File: config.mk
export PLATFORM = sky130hd
export DESIGN_NAME = edge_irq_bridge
export DESIGN_NICKNAME = d
export VERILOG_FILES = /design/src/rtl/bridge_irq_pkg.sv /design/src/rtl/bridge_irq_ctrl.sv /design/src/rtl/bridge_irq_sync.sv /design/src/rtl/bridge_irq_dp.sv /design/src/rtl/edge_irq_bridge.sv
export SDC_FILE = /design/constraint.sdc
export NUM_CORES = 1
export LEC_CHECK = 0
export ABC_AREA = 1
export CAP_MARGIN = 0
export CELL_PAD_IN_SITES_DETAIL_PLACEMENT = 1
export CELL_PAD_IN_SITES_GLOBAL_PLACEMENT = 2
export CORE_ASPECT_RATIO = 1.4
export CORE_UTILIZATION = 36
export DETAILED_ROUTE_END_ITERATION = 8
export PLACE_DENSITY = 0.82
export SETUP_SLACK_MARGIN = 0.4
export SLEW_MARGIN = 25
export SYNTH_ARGS = -nofsm -noshare
export SYNTH_HDL_FRONTEND = slang
export SYNTH_SLANG_ARGS = --single-unit
File: constraint.sdc
create_clock -name clk -period 1.42 [get_ports clk]
set_input_delay 0.213 -clock clk [delete_from_list [all_inputs] [get_ports clk]]
set_output_delay 0.213 -clock clk [all_outputs]
set_load 0.05 [all_outputs]
File: src/rtl/bridge_irq_pkg.sv
package bridge_irq_pkg;
  localparam int CAUSE_OFS = 0;
  localparam int MASK_OFS  = 4;
  localparam int REG_W     = 32;

  typedef struct packed {
    logic causeWr;
    logic maskWr;
    logic causeRd;
    logic maskRd;
  } regStrobe_t;
endpackage

File: src/rtl/bridge_irq_ctrl.sv
module bridge_irq_ctrl
  import bridge_irq_pkg::*;
#(
  parameter int ADDR_W = 4
) (
  input  logic [ADDR_W-1:0] regAddr,
  input  logic              regWrEn,
  output regStrobe_t        strobe
);
  localparam logic [ADDR_W-1:0] CAUSE_A = ADDR_W'(CAUSE_OFS);
  localparam logic [ADDR_W-1:0] MASK_A  = ADDR_W'(MASK_OFS);

  logic hitCause;
  logic hitMask;

  always_comb begin
    hitCause = (regAddr == CAUSE_A);
    hitMask  = (regAddr == MASK_A);
    strobe.causeWr = regWrEn && hitCause;
    strobe.maskWr  = regWrEn && hitMask;
    strobe.causeRd = hitCause;
    strobe.maskRd  = hitMask;
  end
endmodule

File: src/rtl/bridge_irq_sync.sv
module bridge_irq_sync #(
  parameter int WIDTH  = 32,
  parameter int STAGES = 2
) (
  input  logic             clk,
  input  logic             rst_n,
  input  logic [WIDTH-1:0] din,
  output logic [WIDTH-1:0] dout
);
  logic [WIDTH-1:0] stageQ [STAGES];

  always_ff @(posedge clk or negedge rst_n) begin
    if (!rst_n) stageQ[0] <= '0;
    else        stageQ[0] <= din;
  end

  for (genvar i = 1; i < STAGES; i++) begin : g_stage
    always_ff @(posedge clk or negedge rst_n) begin
      if (!rst_n) stageQ[i] <= '0;
      else        stageQ[i] <= stageQ[i-1];
    end
  end

  assign dout = stageQ[STAGES-1];
endmodule

File: src/rtl/bridge_irq_dp.sv
module bridge_irq_dp
  import bridge_irq_pkg::*;
#(
  parameter int NUM_SRC     = 32,
  parameter int SYNC_STAGES = 2
) (
  input  logic               clk,
  input  logic               rst_n,
  input  logic [NUM_SRC-1:0] srcIn,
  input  regStrobe_t         strobe,
  input  logic [REG_W-1:0]   wrData,
  output logic [REG_W-1:0]   rdData,
  output logic               irqOut,
  output logic [NUM_SRC-1:0] causeQ,
  output logic [NUM_SRC-1:0] maskQ,
  output logic [NUM_SRC-1:0] edgeHit
);
  logic [NUM_SRC-1:0] srcSync;
  logic [NUM_SRC-1:0] prevQ;
  logic [NUM_SRC-1:0] keepBits;
  logic [NUM_SRC-1:0] wrSlice;

  bridge_irq_sync #(.WIDTH(NUM_SRC), .STAGES(SYNC_STAGES)) u_sync (
    .clk  (clk),
    .rst_n(rst_n),
    .din  (srcIn),
    .dout (srcSync)
  );

  always_ff @(posedge clk or negedge rst_n) begin
    if (!rst_n) prevQ <= '0;
    else        prevQ <= srcSync;
  end

  assign edgeHit = srcSync & ~prevQ;
  assign wrSlice = wrData[NUM_SRC-1:0];

  // Clearing write keeps only bits written as 1; a fresh edge always wins.
  always_comb begin
    keepBits = strobe.causeWr ? wrSlice : '1;
  end

  always_ff @(posedge clk or negedge rst_n) begin
    if (!rst_n) causeQ <= '0;
    else        causeQ <= (causeQ & keepBits) | edgeHit;
  end

  always_ff @(posedge clk or negedge rst_n) begin
    if (!rst_n)             maskQ <= '0;
    else if (strobe.maskWr) maskQ <= wrSlice;
  end

  always_comb begin
    rdData = '0;
    if (strobe.causeRd)     rdData[NUM_SRC-1:0] = causeQ;
    else if (strobe.maskRd) rdData[NUM_SRC-1:0] = maskQ;
  end

  assign irqOut = |(causeQ & maskQ);
endmodule

File: src/rtl/edge_irq_bridge.sv
module edge_irq_bridge
  import bridge_irq_pkg::*;
#(
  parameter int NUM_SRC     = 32,
  parameter int ADDR_W      = 4,
  parameter int SYNC_STAGES = 2
) (
  input  logic               clk,
  input  logic               rst_n,
  input  logic [NUM_SRC-1:0] srcIn,
  input  logic [ADDR_W-1:0]  regAddr,
  input  logic               regWrEn,
  input  logic [31:0]        regWrData,
  output logic [31:0]        regRdData,
  output logic               irqOut
);
  regStrobe_t         strobe;
  logic [NUM_SRC-1:0] causeVec;
  logic [NUM_SRC-1:0] maskVec;
  logic [NUM_SRC-1:0] edgeVec;

  bridge_irq_ctrl #(.ADDR_W(ADDR_W)) u_ctrl (
    .regAddr(regAddr),
    .regWrEn(regWrEn),
    .strobe (strobe)
  );

  bridge_irq_dp #(.NUM_SRC(NUM_SRC), .SYNC_STAGES(SYNC_STAGES)) u_dp (
    .clk    (clk),
    .rst_n  (rst_n),
    .srcIn  (srcIn),
    .strobe (strobe),
    .wrData (regWrData),
    .rdData (regRdData),
    .irqOut (irqOut),
    .causeQ (causeVec),
    .maskQ  (maskVec),
    .edgeHit(edgeVec)
  );
endmodule

---- Yosys cells after proc, flatten, opt, wreduce, memory -nomap -nowiden ----
Cells that the tools add are included.
storage, ports and cells
  register bits ........................... 160
  bits in latches ......................... 0
  RAM bits ................................ 0
  bits in read-only memories .............. 0
  output and inout bits ................... 33
  memories ................................ 0
operators by class
  $add $sub $neg .......................... 0
  multipliers ............................. 0
  divide/modulo/power cells ............... 0
  magnitude comparators ................... 0
  eq/ne operators ......................... 1
  shifts and indexed selects .............. 0
  multiplexer cells ....................... 3
  bitwise operators ....................... 5
  reduce and logical (&&, ||, !) cells .... 4
operators by type and width
  kind                number
  $and 32x32->32      3
  $mux 32             3
  $not 32->32         1
  $or 32x32->32       1
  $reduce_or 32->1    1
  $eq 4x3->1 const B  1
  $logic_not 4->1     1
  $logic_and 1x1->1   2

---- Depth between registers and ports, before layout ----
  word-level depth ........................ 5
  depth in mapped cells ................... 6
  depth with buffers taken out ............ 6

---- Modules after synthesis ----
Synthesis repeated with hierarchy kept, for this count alone.
second synthesis, totals
  cell total of the unflattened synthesis .. 576
  area total of the unflattened synthesis .. 6027.0 µm²
by module, submodules not included
  module           instances  cells each  area an instance (µm²)  seq. area each (µm²)
  bridge_irq_dp    1          467         4124.0                  2402.3
  bridge_irq_sync  1          96          1841.8                  1601.5
  bridge_irq_ctrl  1          13          61.3                    0.0

---- Worst setup path after synthesis ----
OpenSTA, ideal clock, no wires.
  path type ............................... input to output
  start ................................... in regAddr[1]
  end ..................................... out regRdData[10]
  data arrival time ....................... 1.778 ns
  data required time ...................... 1.207 ns
  path slack .............................. -0.571 ns
  cell stages on the path ................. 4
  path through ............................ nor2_4 nand3b_4 clkbuf_1 o21ai_0
between the ends
  word-level cells in the longest chain between the ends .. 3
RTL lines
  item             line                   source
  start, declared  edge_irq_bridge.sv:11  input logic [ADDR_W-1:0] regAddr,
  $eq 4x3->1       bridge_irq_ctrl.sv:18  hitMask = (regAddr == MASK_A);
  $mux 32          bridge_irq_dp.sv:56    else if (strobe.maskRd) rdData[NUM_SRC-1:0] = maskQ;
  $mux 32 *        bridge_irq_dp.sv:55    if (strobe.causeRd) rdData[NUM_SRC-1:0] = causeQ;
  end, declared    edge_irq_bridge.sv:14  output logic [31:0] regRdData,
Mark *: on every way between the ends. The rest lies on a longest branch, timed or not.

---- Worst setup path in the final report ----
  start ................................... reg u_dp.causeQ[14]
  end ..................................... out irqOut
between the ends
  word-level cells in the longest chain between the ends .. 2
RTL lines
  item                    line                   source
  start, declared         bridge_irq_dp.sv:14    output logic [NUM_SRC-1:0] causeQ,
  start signal, assigned  bridge_irq_dp.sv:45    else causeQ <= (causeQ & keepBits) | edgeHit;
  $and 32x32->32          bridge_irq_dp.sv:59    assign irqOut = |(causeQ & maskQ);
  $reduce_or 32->1        bridge_irq_dp.sv:59
  end, declared           edge_irq_bridge.sv:15  output logic irqOut
No other way between the ends.

==> flow_metrics.tcl <==
set metrics [dict create \
    ant_nets 0 \
    fmax_mhz 557 \
    p_per_area_nw_per_um2 1240 \
    seq_area_sq_um 4000 \
    initial_core_util 0.368 \
    cts_num_sinks 160 \
    setup_violations 31 \
    tritoncts "yes" \
    cts-htree-levels 4 \
    core_area_sq_um 15100 \
    grt_first_pass_wirelength_um 30000 \
    antenna_found_initial 1 \
    crit_type "reg2out" \
    ys_warn_count 0 \
    instances_no_fill 889 \
    arrival_ns 1.58 \
    synth_seq_cells 160 \
    yosysMostFrequentCell "dfrtp_1" \
    wirelength_um 21500 \
    drc_errors 0 \
    drtIter0Drc 208 \
    cp_cell_sequence "nand2_1 > nand2_2 > nor2_4 > nand2_1 > nor2_2 > nand2_2 > buf_8" \
    grtUsageTotal 0.264 \
    area_growth_pct 79.0 \
    seq_area_frac_synth 0.723 \
    rsz0062_at_grt "yes" \
    grt_pass1_vias 5260 \
    io_pins 104 \
    die_w_um 107 \
    die_h_um 149 \
    syn-mean-instance-area_sq_um 11.0 \
    finClkSkew_ns 0.0117 \
    status "finished with violations" \
    synth_top_area_share 0.723 \
    clk_pin_slew_ns 0.07 \
    grt_max_degree 42 \
    min_period_over_period 1.26 \
    via_per_inst 5.11 \
    p_leak_nw 4.29 \
    grt-ovfl-total 0 \
    fp-row-count 53 \
    worst_slack_ns -0.374 \
    place_congestion 0.752 \
    hold_violations 0 \
    hpwl_um 10200 \
    cts_made_buffers 17 \
    synth-edff-count 0 \
    placed_area_sq_um 7630 \
    placed_cells 796 \
    vias 4544 \
    drv_cap 0 \
    violations "setup timing" \
    stdcell_area_sq_um 9920 \
    tightest_slew_ns 0.394 \
    critical-path-slowest-cell "dfrtp_1" \
    pre_cts_ws_ns -0.418 \
    clk_latency_ns 0.42 \
    first_pass_iters 4 \
    synth_flop_cell "dfrtp_1" \
    multi_input_area_sq_um 2260 \
    critPathRequiredTime_ns 1.21 \
    synth_area_leader_cell "dfrtp_1" \
    slew_headroom 0.737 \
    drive_gt1_frac 0.464 \
    synth_cells 503 \
    max_stage_delay_ns 0.44 \
    ys_top_cells_by_count "dfrtp_1 (160), o21ai_0 (127), nand2_1 (85)" \
    mappedNetlistNets 574 \
    synth_top_cells_by_area "dfrtp_1 (72%), o21ai_0 (11%), nand2_1 (5.8%)" \
    wl_per_cell_um 24.1 \
    io_buffers 103 \
    dieArea_sq_um 15900 \
    n_fill_cell 1398 \
    synthArstFlopShare 1.00 \
    hp-class "in2reg" \
    nets 756 \
    peakVddDrop_mv 0.749 \
    yosys.cell_types.count 14 \
    cts_buffer_depth 2 \
    slew_violations 0 \
    syn_area_sq_um 5540 \
    cts_root_buffer "clkbuf_16" \
    period_needed_ns 1.79 \
    worstSetupStartpointType "flop" \
    total_power_mw 12.3 \
    cp_max_fo 3 \
    critPathCaptureType "output port" \
]
[worst paths after layout]
check	to	cells after the start	startpoint	slack, ns
worst max-delay path	irqOut	7	u_dp.causeQ[14]	-0.37
worst min-delay path	u_dp.u_sync.stageQ[41]	1	srcIn[9]	0.22
worst max register to register	u_dp.causeQ[16]	5	u_dp.causeQ[16]	0.39
worst min register to register	u_dp.u_sync.dout[0]	0	u_dp.u_sync.stageQ[32]	0.35
max in group asynchronous	u_dp.prevQ[28]	3	rst_n	0.54
min in group asynchronous	u_dp.u_sync.dout[25]	2	rst_n	0.26
[through the flow]
step	utilization	hold slack [ns]	setup TNS, ns
final	0.659	0.223	-2.52
after global routing	0.659	0.208	-3.75
after CTS	0.619	0.212	-1.02
after detailed placement	0.507	0.150	-31.63
after global placement	0.507	0.142	-25.91
after floorplan	-	-0.0826	0
[cell families (layout without fill, tap and decap cells)]
logic type      Yosys count  after routing  synth area share
compound gates          128            128             0.116
simple gates            132            132             0.103
other cells               0              1                 0
flops                   160            160             0.723
buf+inv                  83            276            0.0589
[per-layer routing]
metal,vias up,global-route usage,share of wire,wire length (um)
li1,1985,-,-,-
met1,2383,0.299,0.38,8150
met2,125,0.467,0.55,11900
met3,51,0.0511,0.028,602
met4,0,0.138,0.040,855
met5,-,0,0,0
[sequential cells by signal (all words and copies together), names as in the netlist]
signal              flops
u_dp.causeQ            32
u_dp.maskQ             32
u_dp.prevQ             32
u_dp.u_sync.dout       32
u_dp.u_sync.stageQ     32
[layout make-up]
class	instances	share of cell area
diodes	1	0.000252
multi-input cells	260	0.227
clock buffers	18	0.0433
well taps	192	0.0242
repair buffers	181	0.258
flip-flops and latches	160	0.404
clock inverters	12	0.0184
inverters	65	0.0246
[timing repair]
item | in CTS | in global routing
pin swaps | 28 | 18
gates cloned | 13 | 2
setup endpoints to repair | 97 | 97
endpoints found under the hold margin | 35 | 0
hold buffers | 1 | 0
gates resized for setup | 198 | 115
buffers inserted | 28 | 18
[where the power goes]
part	switching, mW	internal, mW	total, mW
sequential	0.254	4.95	5.20
clock	1.91	2.94	4.85
combinational	1.29	0.928	2.22
[worst max-delay path, delay by kind of cell (launching register included)]
family / cells / cell delay [ns]
buffers and inverters: 1 / 0.16
AND/OR/NAND/NOR: 6 / 0.56
flip-flops: 1 / 0.44
[layout by cell type, fill, tap and decap left out, types with 6 or more instances in the layout]
| cell | Yosys | final |
|---|---|---|
| dfrtp_1 | 160 | 160 |
| clkdlybuf4s50_1 | 0 | 64 |
| inv_1 | 65 | 56 |
| o21ai_2 | 0 | 51 |
| buf_12 | 0 | 46 |
| nand2_1 | 85 | 44 |
| o21ai_4 | 0 | 40 |
| o21ai_1 | 1 | 35 |
| nand2_2 | 0 | 29 |
| buf_6 | 0 | 28 |
| clkbuf_16 | 0 | 19 |
| buf_4 | 3 | 19 |
| nand3_2 | 0 | 16 |
| buf_16 | 0 | 14 |
| nand2_4 | 0 | 12 |
| nand3_4 | 0 | 10 |
| inv_2 | 0 | 9 |
| nand3_1 | 33 | 7 |
| nor2_2 | 1 | 6 |
| buf_8 | 0 | 6 |
(Power assumes the default switching activity.)
